File: config.mk
export PLATFORM = sky130hd
export DESIGN_NAME = i2c_target_engine
export DESIGN_NICKNAME = d
export VERILOG_FILES = /design/src/rtl/i2ct_pkg.sv /design/src/rtl/i2ct_dp.sv /design/src/rtl/i2ct_ctrl.sv /design/src/rtl/i2c_target_engine.sv
export SDC_FILE = /design/constraint.sdc
export NUM_CORES = 1
export LEC_CHECK = 0
export BUFFER_PORTS_ARGS = -buffer_cell sky130_fd_sc_hd__buf_2
export CAP_MARGIN = 20
export CORE_ASPECT_RATIO = 0.7
export CORE_MARGIN = 2
export CORE_UTILIZATION = 45
export DETAILED_ROUTE_END_ITERATION = 10
export PLACE_DENSITY = 0.76
export SYNTH_ARGS = -nofsm -noshare
export SYNTH_HDL_FRONTEND = slang
export SYNTH_SLANG_ARGS = --single-unit
File: constraint.sdc
create_clock -name clk -period 2.28 [get_ports clk]
set_clock_uncertainty 0.1 [all_clocks]
set_input_delay 0.684 -clock clk [delete_from_list [all_inputs] [get_ports clk]]
set_output_delay 0.684 -clock clk [all_outputs]
set_load 0.1 [all_outputs]
File: src/rtl/i2ct_pkg.sv
package i2ct_pkg;
  localparam int DW     = 8;
  localparam int AW     = 7;
  localparam int REG_AW = 3;
  localparam int CTRL_W = 4;
  localparam int STAT_W = 7;
  localparam int CNT_W  = $clog2(DW + 1);

  localparam int CT_NACK = 0;
  localparam int CT_GCEN = 1;
  localparam int CT_EN   = 2;
  localparam int CT_BUF  = 3;

  localparam int ST_ADDR   = 0;
  localparam int ST_RXD    = 1;
  localparam int ST_TXD    = 2;
  localparam int ST_TXE    = 3;
  localparam int ST_STOP   = 4;
  localparam int ST_TXMODE = 5;
  localparam int ST_GCALL  = 6;

  localparam logic [REG_AW-1:0] RA_CTRL = REG_AW'(0);
  localparam logic [REG_AW-1:0] RA_STAT = REG_AW'(1);
  localparam logic [REG_AW-1:0] RA_IEN  = REG_AW'(2);
  localparam logic [REG_AW-1:0] RA_OWN  = REG_AW'(3);
  localparam logic [REG_AW-1:0] RA_DATA = REG_AW'(4);

  typedef enum logic [3:0] {
    PH_IDLE, PH_ADDR, PH_ACK_SETUP, PH_ACK_DRIVE, PH_RX,
    PH_TX_WAIT, PH_TX, PH_TX_ACK, PH_WAIT_STOP
  } phase_t;

  typedef struct packed {
    logic              shiftIn;
    logic              loadRx;
    logic              loadTx;
    logic              shiftOut;
    logic              dropTx;
    logic [STAT_W-1:0] setFlags;
  } ctlStrb_t;

  typedef struct packed {
    logic enable;
    logic forceNack;
    logic addrHit;
    logic gcHit;
    logic rwBit;
    logic txFull;
    logic txFirstBit;
    logic txNextBit;
  } dpView_t;
endpackage

File: src/rtl/i2ct_dp.sv
module i2ct_dp
  import i2ct_pkg::*;
(
  input  logic              clk,
  input  logic              rstN,
  input  logic [REG_AW-1:0] regAddr,
  input  logic              regWrEn,
  input  logic [DW-1:0]     regWrData,
  output logic [DW-1:0]     regRdData,
  input  logic              sdaBit,
  input  ctlStrb_t          strb,
  output dpView_t           view,
  output logic              irq
);
  logic [CTRL_W-1:0] ctrlReg;
  logic [STAT_W-1:0] statReg;
  logic [STAT_W-1:0] ienReg;
  logic [AW-1:0]     ownAddr;
  logic [DW-1:0]     dataReg;
  logic [DW-1:0]     shiftReg;
  logic              txFull;
  logic [DW-1:0]     rxByte;
  logic [STAT_W-1:0] statKeep;
  logic              dataWr;

  assign rxByte   = {shiftReg[DW-2:0], sdaBit};
  assign dataWr   = regWrEn && (regAddr == RA_DATA);
  assign statKeep = (regWrEn && regAddr == RA_STAT) ? regWrData[STAT_W-1:0] : '1;

  always_ff @(posedge clk or negedge rstN) begin
    if (!rstN) begin
      ctrlReg  <= '0;
      statReg  <= '0;
      ienReg   <= '0;
      ownAddr  <= '0;
      dataReg  <= '0;
      shiftReg <= '0;
      txFull   <= 1'b0;
    end else begin
      if (regWrEn) begin
        case (regAddr)
          RA_CTRL: ctrlReg <= regWrData[CTRL_W-1:0];
          RA_IEN:  ienReg  <= regWrData[STAT_W-1:0];
          RA_OWN:  ownAddr <= regWrData[AW-1:0];
          default: ;
        endcase
      end
      statReg <= (statReg & statKeep) | strb.setFlags;
      if (strb.loadRx)   dataReg <= rxByte;
      else if (dataWr)   dataReg <= regWrData;
      if (dataWr)                          txFull <= 1'b1;
      else if (strb.loadTx || strb.dropTx) txFull <= 1'b0;
      if (strb.shiftIn)       shiftReg <= rxByte;
      else if (strb.loadTx)   shiftReg <= dataReg;
      else if (strb.shiftOut) shiftReg <= {shiftReg[DW-2:0], shiftReg[DW-1]};
    end
  end

  always_comb begin
    case (regAddr)
      RA_CTRL: regRdData = {{(DW-CTRL_W){1'b0}}, ctrlReg};
      RA_STAT: regRdData = {{(DW-STAT_W){1'b0}}, statReg};
      RA_IEN:  regRdData = {{(DW-STAT_W){1'b0}}, ienReg};
      RA_OWN:  regRdData = {{(DW-AW){1'b0}}, ownAddr};
      RA_DATA: regRdData = dataReg;
      default: regRdData = '0;
    endcase
  end

  assign view.enable     = ctrlReg[CT_EN];
  assign view.forceNack  = ctrlReg[CT_NACK];
  assign view.addrHit    = (ownAddr != '0) && (rxByte[DW-1:1] == ownAddr);
  assign view.gcHit      = ctrlReg[CT_GCEN] && (rxByte[DW-1:1] == '0) && !rxByte[0];
  assign view.rwBit      = rxByte[0];
  assign view.txFull     = txFull;
  assign view.txFirstBit = dataReg[DW-1];
  assign view.txNextBit  = shiftReg[DW-2];

  assign irq = |(statReg & ienReg);

  AST_RX_FLAG_SET: assert property (@(posedge clk) disable iff (!rstN)
    strb.loadRx |=> statReg[ST_RXD]);
  AST_STAT_WRITE_NO_SET: assert property (@(posedge clk) disable iff (!rstN)
    (regWrEn && regAddr == RA_STAT && strb.setFlags == '0)
      |=> ((statReg & ~$past(statReg)) == '0));
endmodule

File: src/rtl/i2ct_ctrl.sv
module i2ct_ctrl
  import i2ct_pkg::*;
(
  input  logic     clk,
  input  logic     rstN,
  input  logic     sclIn,
  input  logic     sdaIn,
  input  dpView_t  view,
  output ctlStrb_t strb,
  output logic     sclPullLow,
  output logic     sdaPullLow
);
  phase_t           phase, phaseN;
  logic [CNT_W-1:0] bitCnt, bitCntN;
  logic             sclPrev, sdaPrev;
  logic             sdaDrive, sdaDriveN;
  logic             isRead, isReadN;
  logic             ackIsData, ackIsDataN;
  logic             ackOk, ackOkN;
  logic             sclRise, sclFall, startDet, stopDet;

  assign sclRise  = sclIn && !sclPrev;
  assign sclFall  = !sclIn && sclPrev;
  assign startDet = sclIn && sclPrev && sdaPrev && !sdaIn;
  assign stopDet  = sclIn && sclPrev && !sdaPrev && sdaIn;

  always_comb begin
    phaseN     = phase;
    bitCntN    = bitCnt;
    sdaDriveN  = sdaDrive;
    isReadN    = isRead;
    ackIsDataN = ackIsData;
    ackOkN     = ackOk;
    strb       = '0;
    if (!view.enable) begin
      phaseN    = PH_IDLE;
      bitCntN   = '0;
      sdaDriveN = 1'b0;
      isReadN   = 1'b0;
    end else if (startDet) begin
      phaseN      = PH_ADDR;
      bitCntN     = '0;
      sdaDriveN   = 1'b0;
      isReadN     = 1'b0;
      strb.dropTx = 1'b1;
    end else if (stopDet) begin
      phaseN                 = PH_IDLE;
      sdaDriveN              = 1'b0;
      isReadN                = 1'b0;
      strb.dropTx            = 1'b1;
      strb.setFlags[ST_STOP] = 1'b1;
    end else begin
      case (phase)
        PH_ADDR: if (sclRise) begin
          strb.shiftIn = 1'b1;
          bitCntN      = bitCnt + 1'b1;
          if (bitCnt == CNT_W'(DW-1)) begin
            if (view.addrHit || view.gcHit) begin
              strb.setFlags[ST_ADDR]   = 1'b1;
              strb.setFlags[ST_TXMODE] = view.rwBit && view.addrHit;
              strb.setFlags[ST_TXE]    = view.rwBit && view.addrHit && !view.txFull;
              strb.setFlags[ST_GCALL]  = view.gcHit;
              isReadN    = view.rwBit && view.addrHit;
              ackIsDataN = 1'b0;
              phaseN     = PH_ACK_SETUP;
            end else begin
              phaseN = PH_WAIT_STOP;
            end
          end
        end
        PH_RX: if (sclRise) begin
          strb.shiftIn = 1'b1;
          bitCntN      = bitCnt + 1'b1;
          if (bitCnt == CNT_W'(DW-1)) begin
            strb.loadRx           = 1'b1;
            strb.setFlags[ST_RXD] = 1'b1;
            ackIsDataN            = 1'b1;
            phaseN                = PH_ACK_SETUP;
          end
        end
        PH_ACK_SETUP: if (sclFall) begin
          sdaDriveN = !(ackIsData && view.forceNack);
          phaseN    = PH_ACK_DRIVE;
        end
        PH_ACK_DRIVE: if (sclFall) begin
          sdaDriveN = 1'b0;
          bitCntN   = '0;
          phaseN    = isRead ? PH_TX_WAIT : PH_RX;
        end
        PH_TX_WAIT: if (view.txFull) begin
          strb.loadTx = 1'b1;
          sdaDriveN   = !view.txFirstBit;
          bitCntN     = '0;
          phaseN      = PH_TX;
        end
        PH_TX: begin
          if (sclRise) begin
            bitCntN = bitCnt + 1'b1;
          end else if (sclFall) begin
            if (bitCnt == CNT_W'(DW)) begin
              sdaDriveN             = 1'b0;
              strb.setFlags[ST_TXD] = 1'b1;
              phaseN                = PH_TX_ACK;
            end else begin
              strb.shiftOut = 1'b1;
              sdaDriveN     = !view.txNextBit;
            end
          end
        end
        PH_TX_ACK: begin
          if (sclRise) begin
            ackOkN = !sdaIn;
          end else if (sclFall) begin
            if (ackOk) begin
              phaseN                = PH_TX_WAIT;
              strb.setFlags[ST_TXE] = !view.txFull;
            end else begin
              phaseN = PH_WAIT_STOP;
            end
          end
        end
        default: ;
      endcase
    end
  end

  always_ff @(posedge clk or negedge rstN) begin
    if (!rstN) begin
      phase     <= PH_IDLE;
      bitCnt    <= '0;
      sclPrev   <= 1'b1;
      sdaPrev   <= 1'b1;
      sdaDrive  <= 1'b0;
      isRead    <= 1'b0;
      ackIsData <= 1'b0;
      ackOk     <= 1'b0;
    end else begin
      phase     <= phaseN;
      bitCnt    <= bitCntN;
      sclPrev   <= sclIn;
      sdaPrev   <= sdaIn;
      sdaDrive  <= sdaDriveN;
      isRead    <= isReadN;
      ackIsData <= ackIsDataN;
      ackOk     <= ackOkN;
    end
  end

  assign sdaPullLow = sdaDrive;
  assign sclPullLow = (phase == PH_TX_WAIT);

  AST_HOLD_ONLY_IN_READ: assert property (@(posedge clk) disable iff (!rstN)
    sclPullLow |-> isRead);
  AST_DISABLED_QUIET: assert property (@(posedge clk) disable iff (!rstN)
    !view.enable |=> (!sdaPullLow && !sclPullLow));
  AST_STOP_RELEASES: assert property (@(posedge clk) disable iff (!rstN)
    (stopDet && view.enable) |=> (!sdaPullLow && !sclPullLow));
endmodule

File: src/rtl/i2c_target_engine.sv
module i2c_target_engine
  import i2ct_pkg::*;
(
  input  logic              clk,
  input  logic              rstN,
  input  logic [REG_AW-1:0] regAddr,
  input  logic              regWrEn,
  input  logic [DW-1:0]     regWrData,
  output logic [DW-1:0]     regRdData,
  input  logic              sclIn,
  input  logic              sdaIn,
  output logic              sclPullLow,
  output logic              sdaPullLow,
  output logic              irq
);
  ctlStrb_t strb;
  dpView_t  view;

  i2ct_ctrl i_ctrl (
    .clk        (clk),
    .rstN       (rstN),
    .sclIn      (sclIn),
    .sdaIn      (sdaIn),
    .view       (view),
    .strb       (strb),
    .sclPullLow (sclPullLow),
    .sdaPullLow (sdaPullLow)
  );

  i2ct_dp i_dp (
    .clk       (clk),
    .rstN      (rstN),
    .regAddr   (regAddr),
    .regWrEn   (regWrEn),
    .regWrData (regWrData),
    .regRdData (regRdData),
    .sdaBit    (sdaIn),
    .strb      (strb),
    .view      (view),
    .irq       (irq)
  );
endmodule

==> results.ini, run 1 <==
[synthesis]
yosysTopAreaCell=dfrtp_1
avgSynthCellArea_um2=9.79
syn_inst=350
yosys_warnings=0
synth.area.top_cells=dfrtp_1 (39%), mux2_2 (6.6%), mux2i_1 (5.6%), a21oi_1 (3.4%), nand2_1 (3.3%)
synth-adder-area-share_pct=0.730
netlist.area_leader.share_pct=39.4
ys_async_sr_fraction_pct=100
yosys.area_share.simple_pct=19.6
synthTopCellsByCount=dfrtp_1 (54), nand2_1 (30), a21oi_1 (23), nor2_1 (23), mux2_2 (20)
synth-xor-area-share_pct=2.56
netlist_area_mm2=0.00343
synth-compound-area-share_pct=19.2
ys_seq_area_share_pct=41.0
ys_ff_latch=56
synth_ff_type=dfrtp_1
synth_edf_count=0
synth_nets=368
synth.area.mux_share_pct=12.6
ys_types=64
synth_top_family_by_area=simple AND/OR/NAND/NOR gates
yosys.cell_count.top_type=dfrtp_1

[clocking]
cts_tree=built
clockBufferDepth=2
cts.sinks=56
h-tree-depth=2
cts.reportedPaths.clkPinSlew_ns=0.11
root_buffer=clkbuf_8
ctsHoldBuffers=0
cts_buffers=5
clk-insertion-delay-late_ns=0.32

[layout]
fin_nets=426
diodes=0
drive_above_1_share_pct=36.7
syn_to_final_growth_pct=30.2
nFillCells=597
multiInputGateArea_mm2=0.00207
regArea_mm2=0.00141

[global_route]
grt_remaining_overflow=0
grt_usage_pct=25.7
grt_pass1_wl_mm=16.5
antenna_found_initial=0
grt_max_degree=22
grt_pass1_vias=2985

[die]
io_pins=27
start_util_pct=46.6
placementRows=26
core_mm2=0.00735
die_h_um=77
dieArea_mm2=0.00834
die_w_um=108

[worst_setup_path]
crit_required_ns=1.50
cp_max_fo=5
worstSetupPathType=input port to output pin
cp.arrival_ns=1.56
crit_path_start_kind=input port
critPathCaptureType=output pin
r2r_slack_ns=0.15

[sta]
fin_ws_ns=-0.0663
slew_headroom_pct=64.7
hold_viol=0
worst_slew_pin_slew_ns=0.526
rsz0062_at_grt=yes
whs_ns=0.218
max_freq_mhz=426
fin_crit_sh_pct=103
fin_crit_ns=2.35
finalSetupViolCount=7
maxSlewViolCount=0

[route]
drt_iter0_markers=351
dr.pass1.iters=5
post-route-drc-count=0
vias=3103
antenna_left=0
routed_wl_mm=10.3
wl_per_cell_um=20.3
via_per_inst=6.12

[min_path]
hp-class=input port to async pin

[placement]
gp_congestion=0.911
dp_slack_ns=-0.453
io_buffers=26
dp.final_hpwl_mm=7.49

[status]
status=complete, but fails checks
violations=setup timing

[power]
power.total_mw=3.07
power_density_mw_per_mm2=688
pwr-share-comb_pct=34.0
vdd_drop_max_v=0.000437
clock_power_share_pct=19.2
p_int_mw=1.87
switching_share_pct=39.0
seqPwrFrac_pct=46.8
switchingPower_mw=1.20
leakage_nw=1.83

[job]
drv_cap=0

==> final cells by class <==
cell class	count	area share [%]
Multi-Input combinational cell	265	46.3
Sequential cell	56	31.6
Timing Repair Buffer	68	16.1
Tap cell	98	2.75
Clock buffer	5	1.54
Inverter	12	1.01
Clock inverter	3	0.617
==> critical path, cell delays in order <==
cell and delay [ns]:
buf_8 0.09, buf_6 0.13, nor2b_4 0.20, a22oi_2 0.11
o21ai_4 0.15, buf_12 0.19
==> final timing paths <==
kind,depth (start not counted),from,endpoint
hold / removal,1,rstN,i_dp.ctrlReg[2]
hold reg to reg,1,i_ctrl.ackIsData,i_ctrl.ackIsData
max in group asynchronous,2,rstN,i_dp.ownAddr[6]
setup reg to reg,7,i_ctrl.bitCnt[0],i_dp.dataReg[0]
setup / recovery,6,regAddr[0],regRdData[4]
min in group clk,1,sdaIn,i_ctrl.sdaPrev
==> power groups by stage <==
stage                     Combinational (mW)  Clock, mW  Sequential (mW)
final                                   1.04      0.589             1.44
after global routing                    1.12      0.643             1.45
after CTS                               1.01      0.595             1.41
after detailed placement               0.939          0             1.43
after global placement                 0.914          0             1.42
after floorplan                        0.691          0             1.33
==> cell usage in the layout (no fill, tap or decap), types with 11 or more instances in the layout <==
cell type  instances
dfrtp_1           49
buf_4             31
nand2_1           27
nor2_1            21
mux2_2            19
a21oi_1           19
mux2i_1           16
o21ai_0           13
buf_2             13
buf_12            13
inv_1             11
a31oi_1           11
nor2b_1           11
==> metrics by stage <==
stage          area [µm²]  utilization [%]  instances  setup TNS [ns]
6_report             4460             60.7        507          -0.314
3_5_place_dp         4090             55.7        492           -3.99
2_1_floorplan        3590                -        350           -1.67
3_3_place_gp         4090             55.7        492           -3.27
5_1_grt              4460             60.7        507          -0.600
4_1_cts              4410             60.0        506          -0.221
==> state kept, by name (all words and copies together) (netlist names), 4 cells and up <==
register       flops
i_dp.ctrlReg       4
i_dp.shiftReg      8
i_dp.ownAddr       7
i_dp.statReg       7
i_dp.ienReg        7
i_ctrl.bitCnt      4
i_ctrl.phase       4
i_dp.dataReg       8
==> logic make-up (layout without fill, tap and decap cells) <==
kind of cell,after synthesis,after routing
buffers and inverters,29,88
AOI/OAI and AO/OA,94,94
adders and majority gates,2,2
and+or+nand+nor,119,119
xor gates and xnor gates,10,10
muxes,40,40
DFF,56,56
==> what timing repair did <==
action,in CTS,in global routing
pin swaps,13,8
resized for setup,47,8
endpoints found under the setup margin,10,10
gates cloned,0,1
buffers inserted,6,0
==> metal layers <==
metal  up-vias  routed length (µm)  global-route usage (%)
met4         0                 195                    7.31
li1       1405                   -                       -
met2       155                4320                    35.0
met3        21                 954                    6.21
met5         -                   0                       0
met1      1522                4810                    40.1
Power figures use the tool's default switching activity.
==> inputs of run 2 (changes only) <==
BUFFER_PORTS_ARGS = -buffer_cell sky130_fd_sc_hd__clkbuf_2   (was -buffer_cell sky130_fd_sc_hd__buf_2)
==> run 2 against run 1 <==
Effect of this change: the run still ends with setup timing left; critical path depth is 1 lower; worst hold slack better by 0.010 ns; sequential share of layout area is 0.38 points higher; routed wire length is 2.0% lower; cell count is 1.2% lower; first-iteration DRC count is 14% lower; via count is 0.61% lower; cell area is 1.4% lower.
==> results.ini, run 2 (synthesized netlist as in run 1, its figures left out) <==
[status]
status=complete, but fails checks
violations=setup timing

[power]
seqPwrFrac_pct=47.1  ; +0.3 points
pwr-share-comb_pct=33.9  ; about the same
clock_power_share_pct=19.0  ; -0.2 points
switching_share_pct=38.6  ; -0.41 points
vdd_drop_max_v=0.000519  ; +19%
power_density_mw_per_mm2=691  ; +0.53%
power.total_mw=3.04  ; -0.86%
p_int_mw=1.87  ; -0.20%
switchingPower_mw=1.17  ; -1.9%
leakage_nw=1.80  ; -1.3%

[route]
routed_wl_mm=10.1  ; -2.0%
antenna_left=0  ; unchanged
via_per_inst=6.16  ; +0.58%
drt_iter0_markers=302  ; -14%
vias=3084  ; -0.61%
wl_per_cell_um=20.1  ; -0.78%
dr.pass1.iters=5  ; unchanged
post-route-drc-count=0  ; unchanged

[worst_setup_path]
worstSetupPathType=input port to output pin
cp_max_fo=6  ; +1
crit_path_start_kind=input port
cp.arrival_ns=1.58  ; +0.02 ns
critPathCaptureType=output pin
crit_required_ns=1.50  ; about the same

[global_route]
grt_pass1_wl_mm=16.3  ; -1.3%
grt_pass1_vias=2933  ; -1.7%
grt_remaining_overflow=0  ; unchanged
grt_usage_pct=25.8  ; +0.094 points
antenna_found_initial=0  ; unchanged
grt_max_degree=57  ; +160%

[placement]
dp.final_hpwl_mm=7.26  ; -3.1%
io_buffers=26  ; unchanged
placed_area_mm2=0.00411  ; +0.43%
dp_slack_ns=-0.369  ; +0.0841 ns
gp_congestion=0.939  ; +3.0%

[clocking]
root_buffer=clkbuf_8
h-tree-depth=2  ; unchanged
clk-insertion-delay-late_ns=0.32  ; about the same
cts_buffers=5  ; unchanged
ctsHoldBuffers=0  ; unchanged
cts_tree=built
cts.reportedPaths.clkPinSlew_ns=0.11  ; about the same
cts.sinks=56  ; unchanged
clockBufferDepth=2  ; unchanged

[sta]
whs_ns=0.228  ; +0.0102 ns
fin_crit_ns=2.37  ; +0.0208 ns
fin_ws_ns=-0.0871  ; -0.0208 ns
fin_crit_sh_pct=104  ; +0.91 points
hold_viol=0  ; unchanged
finalSetupViolCount=7  ; unchanged
max_freq_mhz=422  ; -0.88%
slew_headroom_pct=64.7  ; about the same
maxSlewViolCount=0  ; unchanged
worst_slew_pin_slew_ns=0.527  ; +0.000153 ns
rsz0062_at_grt=yes

[min_path]
hp-class=input port to async pin

[layout]
largestRegisters=i_dp.dataReg (8), i_dp.shiftReg (8)
fin_nets=420  ; -1.4%
layout_commonest_cell=dfrtp_1
drive_above_1_share_pct=35.2  ; -1.4 points
design_area_mm2=0.00440  ; -1.4%
diodes=0  ; unchanged
syn_to_final_growth_pct=28.4
nFillCells=604  ; +1.2%
final_util_pct=59.8  ; -0.83 points
most-common-layout-cells=dfrtp_1 (51), nand2_1 (28), buf_4 (28)

[die]
dieArea_mm2=0.00834  ; unchanged
io_pins=27  ; unchanged
die_w_um=108  ; unchanged
start_util_pct=46.6  ; unchanged
placementRows=26  ; unchanged
die_h_um=77  ; unchanged
core_mm2=0.00735  ; unchanged

[job]
drv_cap=0  ; unchanged

run 2: worst paths after layout:
| kind | from | endpoint | slack, ns | cells after the start |
|---|---|---|---|---|
| max | regAddr[0] | regRdData[6] | -0.09 | 5 |
| max in group asynchronous | rstN | i_ctrl.sdaPrev | 1.52 | 2 |
| min in group clk | sdaIn | i_ctrl.sdaPrev | 0.41 | 1 |
| min | rstN | i_dp.ctrlReg[3] | 0.23 | 2 |
| min reg2reg | i_dp.ctrlReg[3] | i_dp.ctrlReg[3] | 0.44 | 1 |
| max reg2reg | i_ctrl.bitCnt[0] | i_dp.dataReg[3] | 0.17 | 7 |
run 2: final cells by class:
| class | count | area, µm² | area share, % |
|---|---|---|---|
| clock buffer | 5 | 68.8 | 1.56 |
| clock inverter | 3 | 22.5 | 0.512 |
| inverter | 12 | 45.0 | 1.02 |
| multi-input combinational | 265 | 2060 | 46.9 |
| sequential | 56 | 1410 | 32.0 |
| tap | 98 | 123 | 2.79 |
| timing repair buffer | 62 | 669 | 15.2 |
run 2: per-layer routing:
| metal | routed length [µm] | global-route usage, % | up-vias |
|---|---|---|---|
| li1 | - | - | 1398 |
| met1 | 4710 | 39.4 | 1516 |
| met2 | 4360 | 37.0 | 151 |
| met3 | 913 | 6.38 | 19 |
| met4 | 94 | 5.13 | 0 |
| met5 | 0 | 0 | - |
run 2: metrics by stage:
step / setup TNS (ns) / cells
6_report: -0.239 / 501
5_1_grt: -0.490 / 501
4_1_cts: -0.277 / 499
3_5_place_dp: -2.81 / 488
3_3_place_gp: -2.43 / 488
2_1_floorplan: -1.67 / 350
run 2: worst max-delay path: stages:
cell	delay, ns
clkbuf_16	0.13
mux2_4	0.30
a22oi_2	0.22
o21ai_4	0.08
buf_12	0.16
run 2: repair_timing:
action | 4_1_cts | 5_1_grt
gates cloned | 1 | 0
pin swaps | 13 | 11
gates resized for setup | 30 | 5
endpoints found under the setup margin | 9 | 10
setup buffers | 2 | 2
run 2: power by group through the flow:
stage          combinational (mW)  clock, mW  sequential (mW)
6_report                     1.03      0.577             1.43
3_5_place_dp                0.967          0             1.43
5_1_grt                      1.10      0.627             1.45
3_3_place_gp                0.940          0             1.43
2_1_floorplan               0.691          0             1.33
4_1_cts                      1.01      0.581             1.42
